File: src/rtl/alu_cmp_pkg.sv
// Shared definitions for the ALU and branch evaluator.
// Assumes a 2-bit function code and a 4-bit branch opcode field.
package alu_cmp_pkg;

    typedef enum logic [1:0] {
        FN_ADD  = 2'b00,
        FN_SUB  = 2'b01,
        FN_NAND = 2'b10,
        FN_INC  = 2'b11
    } alu_fn_e;

    localparam int OPC_W = 4;

    localparam logic [OPC_W-1:0] OPC_EQ = 4'b0101;
    localparam logic [OPC_W-1:0] OPC_LT = 4'b1000;
    localparam logic [OPC_W-1:0] OPC_GT = 4'b1010;

endpackage

File: src/rtl/opnd_latch.sv
// Operand register: captures its input when load is high, otherwise holds.
// Assumes a synchronous active-low reset that clears it to zero.
module opnd_latch #(
    parameter int WIDTH = 32
) (
    input  logic             clk,
    input  logic             rst_n,
    input  logic             load,
    input  logic [WIDTH-1:0] d,
    output logic [WIDTH-1:0] q
);

    // Capture or hold the operand value.
    always_ff @(posedge clk) begin
        if (!rst_n)
            q <= '0;
        else if (load)
            q <= d;
    end

    // a load strobe copies the bus value.
    a_r1_load: assert property (@(posedge clk) disable iff (!rst_n)
        load |=> (q == $past(d)));

    // without a strobe the operand holds.
    a_r2_hold: assert property (@(posedge clk) disable iff (!rst_n)
        !load |=> $stable(q));

endmodule

File: src/rtl/arith_core.sv
// Combinational operation unit. A single adder serves add, subtract and
// increment by muxing its second operand and carry-in. NAND runs beside it.
// Assumes no flags are needed from the arithmetic; results wrap.
module arith_core
    import alu_cmp_pkg::*;
#(
    parameter int WIDTH = 32
) (
    input  logic [WIDTH-1:0] opa,
    input  logic [WIDTH-1:0] opb,
    input  alu_fn_e          fn,
    output logic [WIDTH-1:0] res
);

    localparam logic [WIDTH-1:0] ONE = {{(WIDTH-1){1'b0}}, 1'b1};

    logic [WIDTH-1:0] add_rhs;
    logic             add_cin;
    logic [WIDTH-1:0] add_sum;
    logic [WIDTH-1:0] nand_v;

    // Pick the adder's second operand and carry for the function.
    always_comb begin
        add_rhs = opb;
        add_cin = 1'b0;
        unique case (fn)
            FN_ADD:  begin add_rhs = opb;  add_cin = 1'b0; end
            FN_SUB:  begin add_rhs = ~opb; add_cin = 1'b1; end
            FN_INC:  begin add_rhs = ONE;  add_cin = 1'b0; end
            default: begin add_rhs = opb;  add_cin = 1'b0; end
        endcase
    end

    // Shared adder with carry-in.
    always_comb add_sum = opa + add_rhs + {{(WIDTH-1){1'b0}}, add_cin};

    // Bitwise NAND path.
    always_comb nand_v = ~(opa & opb);

    // Final result select.
    always_comb res = (fn == FN_NAND) ? nand_v : add_sum;

endmodule

File: src/rtl/branch_eval.sv
// Branch condition evaluator: decodes zero and sign of the bus value
// (which holds A-B during a branch) into one condition bit per opcode.
// It registers that bit on a strobe. Assumes signed compare, overflow ignored.
module branch_eval
    import alu_cmp_pkg::*;
#(
    parameter int WIDTH = 32
) (
    input  logic             clk,
    input  logic             rst_n,
    input  logic [WIDTH-1:0] bus,
    input  logic [OPC_W-1:0] opc,
    input  logic             ld_flag,
    output logic             cond_now,
    output logic             cond_flag
);

    localparam int MSB = WIDTH - 1;

    logic is_zero;
    logic is_neg;

    // Zero and sign detection on the difference.
    always_comb begin
        is_zero = ~|bus;
        is_neg  = bus[MSB];
    end

    // Opcode-selected condition.
    always_comb begin
        unique case (opc)
            OPC_EQ:  cond_now = is_zero;
            OPC_LT:  cond_now = is_neg;
            OPC_GT:  cond_now = ~is_zero & ~is_neg;
            default: cond_now = 1'b0;
        endcase
    end

    // Condition flag register for the control unit.
    always_ff @(posedge clk) begin
        if (!rst_n)
            cond_flag <= 1'b0;
        else if (ld_flag)
            cond_flag <= cond_now;
    end

    // equal taken only on a zero bus.
    a_r8_eq_zero: assert property (@(posedge clk) disable iff (!rst_n)
        (opc == OPC_EQ && cond_now) |-> (bus == '0));

    // greater-than never taken on a negative or zero difference.
    a_r10_gt_pos: assert property (@(posedge clk) disable iff (!rst_n)
        (opc == OPC_GT && cond_now) |-> (!bus[MSB] && bus != '0));

    // non-branch opcodes give no condition.
    a_r11_idle: assert property (@(posedge clk) disable iff (!rst_n)
        (opc != OPC_EQ && opc != OPC_LT && opc != OPC_GT) |-> !cond_now);

    // capture and hold of the flag.
    a_r12_capture: assert property (@(posedge clk) disable iff (!rst_n)
        ld_flag |=> (cond_flag == $past(cond_now)));
    a_r12_hold: assert property (@(posedge clk) disable iff (!rst_n)
        !ld_flag |=> $stable(cond_flag));

    // reset clears the flag.
    a_r13_clear: assert property (@(posedge clk)
        !rst_n |=> !cond_flag);

endmodule

File: src/rtl/alu_branch_unit.sv
// Top level: two operand registers, the operation unit with a gated
// bus output for a wired-OR bus, and the branch evaluator watching the bus.
// Assumes the bus fabric ORs bus_out with other sources into bus_in.
module alu_branch_unit
    import alu_cmp_pkg::*;
#(
    parameter int WIDTH = 32
) (
    input  logic             clk,
    input  logic             rst_n,
    input  logic [WIDTH-1:0] bus_in,
    input  logic             ld_opa,
    input  logic             ld_opb,
    input  logic [1:0]       fn_sel,
    input  logic             drv_alu,
    input  logic [3:0]       br_opc,
    input  logic             ld_flag,
    output logic [WIDTH-1:0] bus_out,
    output logic             cond_now,
    output logic             cond_flag
);

    localparam logic [WIDTH-1:0] ALL_ONES = '1;

    logic [WIDTH-1:0] opa_q;
    logic [WIDTH-1:0] opb_q;
    logic [WIDTH-1:0] res;
    alu_fn_e          fn;

    always_comb fn = alu_fn_e'(fn_sel);

    opnd_latch #(.WIDTH(WIDTH)) u_opa (
        .clk(clk), .rst_n(rst_n), .load(ld_opa), .d(bus_in), .q(opa_q)
    );

    opnd_latch #(.WIDTH(WIDTH)) u_opb (
        .clk(clk), .rst_n(rst_n), .load(ld_opb), .d(bus_in), .q(opb_q)
    );

    arith_core #(.WIDTH(WIDTH)) u_core (
        .opa(opa_q), .opb(opb_q), .fn(fn), .res(res)
    );

    // Gate the result onto the wired-OR bus.
    always_comb bus_out = drv_alu ? res : '0;

    branch_eval #(.WIDTH(WIDTH)) u_cmp (
        .clk(clk), .rst_n(rst_n), .bus(bus_in), .opc(br_opc),
        .ld_flag(ld_flag), .cond_now(cond_now), .cond_flag(cond_flag)
    );

    // sum minus B recovers A.
    a_r3_add: assert property (@(posedge clk) disable iff (!rst_n)
        (drv_alu && fn_sel == 2'b00) |-> (bus_out - opb_q == opa_q));

    // difference plus B recovers A.
    a_r4_sub: assert property (@(posedge clk) disable iff (!rst_n)
        (drv_alu && fn_sel == 2'b01) |-> (bus_out + opb_q == opa_q));

    // NAND result is disjoint from A&B and covers its complement.
    a_r5_nand: assert property (@(posedge clk) disable iff (!rst_n)
        (drv_alu && fn_sel == 2'b10) |->
        (((bus_out & opa_q & opb_q) == '0) && ((bus_out | (opa_q & opb_q)) == ALL_ONES)));

    // increment minus one recovers A.
    a_r6_inc: assert property (@(posedge clk) disable iff (!rst_n)
        (drv_alu && fn_sel == 2'b11) |-> (bus_out - 1'b1 == opa_q));

    // an idle unit leaves the bus clear.
    a_r7_idle_zero: assert property (@(posedge clk) disable iff (!rst_n)
        !drv_alu |-> (bus_out == '0));

endmodule

File: config.mk
export PLATFORM = sky130hd
export DESIGN_NAME = alu_branch_unit
export DESIGN_NICKNAME = d
export VERILOG_FILES = /design/src/rtl/alu_cmp_pkg.sv /design/src/rtl/opnd_latch.sv /design/src/rtl/arith_core.sv /design/src/rtl/branch_eval.sv /design/src/rtl/alu_branch_unit.sv
export SDC_FILE = /design/constraint.sdc
export NUM_CORES = 1
export LEC_CHECK = 0
export BUFFER_PORTS_ARGS = -buffer_cell sky130_fd_sc_hd__buf_2
export CORE_MARGIN = 3
export CORE_UTILIZATION = 36
export DETAILED_ROUTE_END_ITERATION = 7
export SLEW_MARGIN = 30
export SYNTH_ARGS = -nofsm -noshare
export SYNTH_HDL_FRONTEND = slang
export SYNTH_SLANG_ARGS = --single-unit
File: constraint.sdc
create_clock -name clk -period 5.4 [get_ports clk]
set_input_delay 0.54 -clock clk [delete_from_list [all_inputs] [get_ports clk]]
set_output_delay 0.54 -clock clk [all_outputs]
set_load 0.02 [all_outputs]
After elaboration in Yosys (flattened, before gate mapping):

Cells that the tools add are included.

* add/sub/neg operators: 2
* equal/unequal tests: 6
* muxes and demuxes: 5
* bitwise logic cells: 5
* reduce and logical (&&, ||, !) cells: 2

Operators by type and width (count)
* 2-to-1 mux 32 bit: 2
* NOT 32 bit: 2
* case mux 32 bit (2 select lines): 1
* adder 32 x 1 -> 32 bit: 1
* adder 32 bit: 1
* bitwise AND 32 bit: 1
* OR reduction 32 bit: 1
* == test 4 bit, second input constant: 2
* == test 2 bit, second input constant: 2
* == test 4 x 3 -> 1 bit, second input constant: 1
* case mux 1 bit (3 select lines): 1
* == test 2 x 1 -> 1 bit, second input constant: 1
* bitwise AND 1 bit: 1
* zero test 1 bit: 1
* 2-to-1 mux 1 bit: 1
* NOT 1 bit: 1

* register bits after elaboration: 65
* bits of input ports: 44
* output and inout bits: 34
* logic and storage cells: 23

Longest topological paths before layout:

Gate-level depths: netlist of run 1.

* depth in word-level cells: 6
* mapped depth: 16

Cells and area by module:

A second synthesis of run 1 with hierarchy kept.

* cell total of the unflattened synthesis: 627
* area total of the unflattened synthesis: 5401.4 µm²

Modules (own cells, without submodules)
* opnd_latch: instances 2, cells an instance 103, area each 1243.7 µm², sequential area each 640.6 µm²
* arith_core: instances 1, cells an instance 362, area each 2463.6 µm², sequential area each 0.0 µm²
* alu_branch_unit: instances 1, cells an instance 35, area each 255.2 µm², sequential area each 0.0 µm²
* branch_eval: instances 1, cells an instance 24, area each 195.2 µm², sequential area each 20.0 µm²

Least setup slack after synthesis of run 1:

Ideal clock, no wire load.

* path type: input port to output port
* from: in fn_sel[0]
* to: out bus_out[30]
* data arrival time: 3679 ps
* data required time: 4860 ps
* path slack: 1181 ps
* stages: 15
* cell sequence: clkbuf_1 -> clkbuf_1 -> mux2i_1 -> fa_1 -> fa_1 -> nor2b_1 -> o21ai_1 -> a21oi_1 -> o21ai_1 -> a211oi_2 -> o21ai_1 -> and3_1 -> o31ai_1 -> xor2_1 -> a31o_1

* word-level cells in the longest chain between the ends: 6
* elaborated cells on any way between the ends: 9

Ends and longest elaborated chain
* from (decl): RTL line alu_branch_unit.sv:14 `input logic [1:0] fn_sel,`
* == test 2 bit / == test 2 x 1 -> 1 bit (equally long branches): RTL line arith_core.sv:26 `unique case (fn)`
* case mux 32 bit (2 select lines): RTL line arith_core.sv:26
* adder 32 bit: RTL line arith_core.sv:35 `always_comb add_sum = opa + add_rhs + {{(WIDTH-1){1'b0}}, add_cin};`
* adder 32 x 1 -> 32 bit: RTL line arith_core.sv:35
* 2-to-1 mux 32 bit *: RTL line arith_core.sv:41 `always_comb res = (fn == FN_NAND) ? nand_v : add_sum;`
* 2-to-1 mux 32 bit *: RTL line alu_branch_unit.sv:45 `always_comb bus_out = drv_alu ? res : '0;`
* to (decl): RTL line alu_branch_unit.sv:18 `output logic [WIDTH-1:0] bus_out,`

Every way passes the cells marked *; elsewhere a longest branch is shown, timed or not.

Worst setup path after layout of run 1:

* from: in fn_sel[1]
* to: out bus_out[30]

Same word-level chain as after synthesis.

==> reports/qor.yml, run 1 <==
grt_antenna_before_repair: 0
core_area_um2: 13500
antenna_left: 0
clk_pin_slew_worst_paths_ns: 0.05
p_sw_mw: 0.474
crit_family: "compound AO/OA/AOI/OAI gates"
slew_headroom_pct: 37.9
cts.sinks: 65
wl_met3_um: 712
leakage_nw: 2.63
syn_to_final_growth_pct: 15.8
cts-buffers-inserted: 9
synth_xor_area_share_pct: 4.34
synth_compound_area_share_pct: 17.1
async_flop_share_pct: 0
synthDistinctLibCells: 50
timing.critical_path.from: "fn_sel[1]"
synth-simple-area-share_pct: 21.5
wl_met2_um: 6180
clk_latency_ns: 0.34
fillers: 1371
fin_worst_skew_ns: 0
rsz0062_at_grt: "no"
criticalPathCategory: "in2out"
hold_viol_final: 0
grt_pass1_wl_um: 22600
critPathRequiredTime_ns: 4.86
pwr-share-comb_pct: 25.8
cp_data_arrival_time_ns: 4.18
first_global_vias: 4510
synth_edf_count: 0
synth_top_cell_by_area: "dfxtp_1"
ys_top_cells_by_count: "mux2i_1 (96), nor2b_1 (69), dfxtp_1 (65)"
rows: 42
cp_max_fo: 12
setup_viol: 0
dieArea_um2: 15500
placed_cell_area_um2: 5520
drive_gt1_share_pct: 15.3
yosys.area_share.adder_pct: 8.24
power_density_nw_per_um2: 264
startpoint_type: "primary input"
grt_max_degree: 66
vias_per_cell: 5.39
cp_slowest_stage_delay_ns: 0.50
cts_buffer_depth: 2
start_util_pct: 37.5
root_buffer: "clkbuf_16"
fin_crit_sh_pct: 87.4
drc: 0
die_h_um: 124
first_pass_iters: 5
pin_count: 78
postCtsSetupBuffers: 0
htreeDepth: 3
num-nets-final: 731
period_minus_slack_ns: 4.72
cp_common_cell: "o21ai_1"
path_buf_inv: 2
multi_input_area_um2: 3550
tightest_slew_ns: 0.932
cts_tree: "yes"
rr_startpoint: "u_opa.q[31]$_SDFFE_PN0P_"
detail_route.iter0.violations: 215
fp.dieW_um: 124
seqPwrFrac_pct: 34.9
grt_util_all_layers_pct: 17.7
synth_seq_area_share_pct: 25.8
regArea_um2: 1300
p_clk_share_pct: 39.3
insertedDiodeCount: 0
status: "finished, final reports clean"
cts-resized-gates: 0
synth_mux_area_share_pct: 19.1
p_int_mw: 1.07
wl_met1_um: 6560
synth_top_family_by_area: "simple AND/OR/NAND/NOR gates"
overflow: 0
power_switching_share_pct: 30.7
synth_seq_cells: 65
wl_per_cell_um: 16.4
synth_nets: 680
gp_congestion: 0.874
min_from: "ld_flag"
vias: 4506
synthCells: 604
peakVddDrop_mv: 0.236
slowest_stage: "nand2b_1"
slew_violations: 0
cts_hold_buf: 0
ys.flop_type: "dfxtp_1"
cp-end-kind: "output pin"
ys.warnings.count: 0
synth_area_leaders: "dfxtp_1 (26%), mux2i_1 (19%), nor2b_1 (8.6%)"
highest_layer: "met4"
syn_area_per_cell_um2: 8.35
fmax_ghz: 0.212
tns_ns: 0
port_buffers: 77
yosysMostFrequentCell: "mux2i_1"
cap_viol_max_count: 0
hpwl_um: 9830
syn_area_um2: 5040
design_area_um2: 5840
min_path_type: "in2reg"
wirelength_um: 13700
synth_top_area_share_pct: 25.8
cp_cell_sequence: "buf_2 > nand2b_1 > mux2i_1 > fa_1 > fa_1 > nor2b_1 > o21ai_1 > a21oi_1 > o21ai_1 > a211oi_2 > o21ai_1 > and3_1 > o31ai_1 > xor2_1 > a31o_1 > buf_2"
## final timing paths
kind / to / slack [ns] / cells after the start
min: u_cmp.cond_flag$_SDFFE_PN0P_ / 0.48 / 3
max: bus_out[30] / 0.68 / 16
min reg2reg: u_cmp.cond_flag$_SDFFE_PN0P_ / 0.53 / 2
max reg2reg: u_opa.q[31]$_SDFFE_PN0P_ / 4.59 / 2
## cell usage in the layout, fill, tap and decap left out, drive strengths merged, types with 2 or more instances in the layout
master	netlist	final
a211oi	2	2
nor4	9	9
nor2b	69	69
or3	2	2
and3	7	7
nor2	15	15
dfxtp	65	65
nor3	3	3
xor2	11	11
xnor2	14	14
buf	8	79
o211ai	4	4
o22ai	2	2
mux2i	96	96
a21oi	49	49
ha	30	30
nand2b	4	4
nor4bb	2	2
nand2	46	46
a41o	3	3
nand4	10	10
o31ai	3	3
fa	2	2
a21o	21	21
nand4b	3	3
o21bai	3	3
or4b	2	2
clkbuf	31	14
inv	14	14
nor3b	4	4
o21ai	39	39
nand3	17	17
a31oi	4	4
## sequential cells by signal (all words and copies together), names as in the netlist
name / count
u_cmp.cond_flag: 1
u_opa.q: 32
u_opb.q: 32
## worst register-to-register path: stages (launching register included)
cell and delay, ns:
dfxtp_1 0.50, mux2i_1 0.13, nor2b_1 0.12
## logic make-up after synthesis
kind of cell	Yosys count
flip-flops	65
AO/OA/AOI/OAI	138
buffers and inverters	53
multiplexers	96
adder cells (fa/ha/maj)	32
XOR/XNOR	25
AND/OR/NAND/NOR	195
## cell type report
type	count	area share, %
repair buffers	79	6.95
multi-input cells	486	60.8
clock buffers	14	4.69
clock inverters	2	0.600
inverters	14	0.900
well taps	176	3.77
flip-flops and latches	65	22.3
## per-stage QoR
stage | utilization [%] | hold slack [ns] | cells | power (mW) | worst slack, ns
5_1_grt | 43.4 | 0.493 | 836 | 1.62 | 0.299
3_5_place_dp | 41.1 | 0.519 | 820 | 0.943 | 0.682
2_1_floorplan | - | 0.505 | 604 | 0.829 | 1.18
6_report | 43.4 | 0.478 | 836 | 1.54 | 0.682
4_1_cts | 43.4 | 0.465 | 836 | 1.55 | 0.664
3_3_place_gp | 41.0 | 0.502 | 820 | 0.936 | 0.801
## per-layer routing
layer	vias to the layer above	track usage [%]
met4	0	6.19
met2	104	28.5
met1	2120	23.1
met3	17	4.42
met5	-	0
li1	2265	-
## power groups by stage
stage               Sequential (mW)  Combinational (mW)  Clock [mW]
floorplan                     0.537               0.292           0
CTS                           0.538               0.399       0.619
finish                        0.538               0.398       0.605
global placement              0.546               0.391           0
detailed placement            0.547               0.396           0
global route                  0.542               0.438       0.638
No activity file was read; power rests on OpenSTA's default activity.
==> run 2: changes to the inputs <==
--- a/config.mk
+++ b/config.mk
@@ -9,6 +9,7 @@
 export CORE_MARGIN = 3
 export CORE_UTILIZATION = 36
 export DETAILED_ROUTE_END_ITERATION = 7
+export RECOVER_POWER = 50
 export SLEW_MARGIN = 30
 export SYNTH_ARGS = -nofsm -noshare
 export SYNTH_HDL_FRONTEND = slang
==> run 2 against run 1 <==
- the flow now finishes with violations (max-capacitance violations, max-slew violations)
- maximum frequency unchanged
- die area unchanged
- power about the same
- non-clock buffer count unchanged
- sequential cell count unchanged
- critical path depth unchanged
- count of clock-buffer cells in the layout unchanged
- largest cell class unchanged
==> reports/qor.yml, run 2 (synthesis results as in run 1) <==
wirelength_um: 13700  # about the same
slew_headroom_pct: -48.6  # -87 points
fmax_ghz: 0.212  # unchanged
grt_pass1_wl_um: 22600  # unchanged
layout_commonest_cell: "mux2i_1"
htreeDepth: 3  # unchanged
crit_family: "compound AO/OA/AOI/OAI gates"
pin_count: 78  # unchanged
detail_route.iter0.violations: 215  # unchanged
power_density_nw_per_um2: 264  # about the same
core_area_um2: 13500  # unchanged
cts-buffers-inserted: 9  # unchanged
clk_latency_ns: 0.34  # about the same
overflow: 0  # unchanged
tns_ns: 0  # unchanged
root_buffer: "clkbuf_16"
top_regs: "u_opa.q x32, u_opb.q x32, u_cmp.cond_flag x1"
insertedDiodeCount: 0  # unchanged
slew_violations: 66  # +66
dieArea_um2: 15500  # unchanged
first_pass_iters: 5  # unchanged
cp_slowest_stage_delay_ns: 0.50  # about the same
cts.sinks: 65  # unchanged
cts_tree: "yes"
cts-resized-gates: 0  # unchanged
postCtsSetupBuffers: 0  # unchanged
slowest_stage: "nand2b_1"
fp.dieW_um: 124  # unchanged
drive_gt1_share_pct: 15.2  # -0.15 points
cp_data_arrival_time_ns: 4.18  # about the same
path_buf_inv: 2  # unchanged
final_cell_mix: "mux2i_1 (96), buf_2 (74), nor2b_1 (69)"
cp_max_fo: 12  # unchanged
hpwl_um: 9830  # unchanged
startpoint_type: "primary input"
die_h_um: 124  # unchanged
critPathRequiredTime_ns: 4.86  # about the same
clk_pin_slew_worst_paths_ns: 0.05  # about the same
utilization_pct: 43.4  # about the same
cp_cell_sequence: "buf_2 > nand2b_1 > mux2i_1 > fa_1 > fa_1 > nor2b_1 > o21ai_1 > a21oi_1 > o21ai_1 > a211oi_2 > o21ai_1 > and3_1 > o31ai_1 > xor2_1 > a31o_1 > buf_2"
port_buffers: 77  # unchanged
criticalPathCategory: "in2out"
violations: "max-capacitance violations, max-slew violations"
antenna_left: 0  # unchanged
hold_viol_final: 0  # unchanged
first_global_vias: 4510  # unchanged
total_power_mw: 1.54  # about the same
cap_viol_max_count: 1  # +1
cts_buffer_depth: 2  # unchanged
tightest_slew_ns: 2.23  # +1.30 ns
reg2reg_depth: 2  # unchanged
peakVddDrop_mv: 0.236  # about the same
wl_per_cell_um: 16.4  # about the same
period_minus_slack_ns: 4.72  # unchanged
vias_per_cell: 5.39  # unchanged
r2r_slack_ns: 4.59  # about the same
syn_to_final_growth_pct: 15.7  # about the same
grt_antenna_before_repair: 0  # unchanged
start_util_pct: 37.5  # unchanged
num-nets-final: 731  # unchanged
rows: 42  # unchanged
grt_max_degree: 66  # unchanged
setup_viol: 0  # unchanged
cts_hold_buf: 0  # unchanged
worstHoldPathCells: 3  # unchanged
gp_congestion: 0.874  # unchanged
fin_worst_skew_ns: 0  # unchanged
cp-end-kind: "output pin"
vias: 4506  # unchanged
leakage_nw: 2.62  # -0.11%
min_path_type: "in2reg"
grt_util_all_layers_pct: 17.7  # unchanged
rsz0062_at_grt: "no"
cp_common_cell: "o21ai_1"
path_depth: 16  # unchanged
drc: 0  # unchanged
fin_crit_sh_pct: 87.4  # unchanged
status: "complete, but fails checks"
==> run 2: changes by cell type in the layout (fill, tap and decap cells not counted) <==
cell      previous run  this run
buf_2               75        74
clkbuf_1             2         3
==> run 2: report_power, final <==
group	total, mW	switching (mW)	internal (mW)
combinational	0.398	0.234	0.164
clock	0.605	0.211	0.394
sequential	0.538	0.0290	0.509
total	1.54	0.474	1.07
==> run 2: final cells by class <==
class                           instances  area [um2]
Multi-Input combinational cell        486        3550
Clock inverter                          2        35.0
Fill cell                            1372        7620
Inverter                               14        52.6
Tap cell                              176         220
Timing Repair Buffer                   79         404
Clock buffer                           14         274
Sequential cell                        65        1300
==> run 2: per-stage QoR <==
| step | instances | setup WS [ns] | hold WS, ns | area, um2 |
|---|---|---|---|---|
| final | 836 | 0.682 | 0.478 | 5840 |
| after CTS | 836 | 0.664 | 0.465 | 5830 |
| after floorplan | 604 | 1.18 | 0.505 | 5040 |
| after detailed placement | 820 | 0.682 | 0.519 | 5520 |
| after global routing | 836 | 0.299 | 0.493 | 5840 |
| after global placement | 820 | 0.801 | 0.502 | 5520 |
==> run 2: path summary, 6_finish.rpt <==
kind,to,from
max,bus_out[30],fn_sel[1]
min,u_cmp.cond_flag$_SDFFE_PN0P_,ld_flag
max reg2reg,u_opa.q[31]$_SDFFE_PN0P_,u_opa.q[31]$_SDFFE_PN0P_
min reg2reg,u_cmp.cond_flag$_SDFFE_PN0P_,u_cmp.cond_flag$_SDFFE_PN0P_
==> run 2: worst min-delay path, stage by stage <==
cell	delay (ns)
buf_2	0.09
mux2i_1	0.06
nor2b_1	0.09
==> run 2: metal layers <==
| metal | global-route usage (%) | vias to the layer above | share of wire, % |
|---|---|---|---|
| li1 | - | 2265 | - |
| met1 | 23.1 | 2120 | 48 |
| met2 | 28.5 | 104 | 45 |
| met3 | 4.42 | 17 | 5.2 |
| met4 | 6.19 | 0 | 1.9 |
| met5 | 0 | - | 0 |
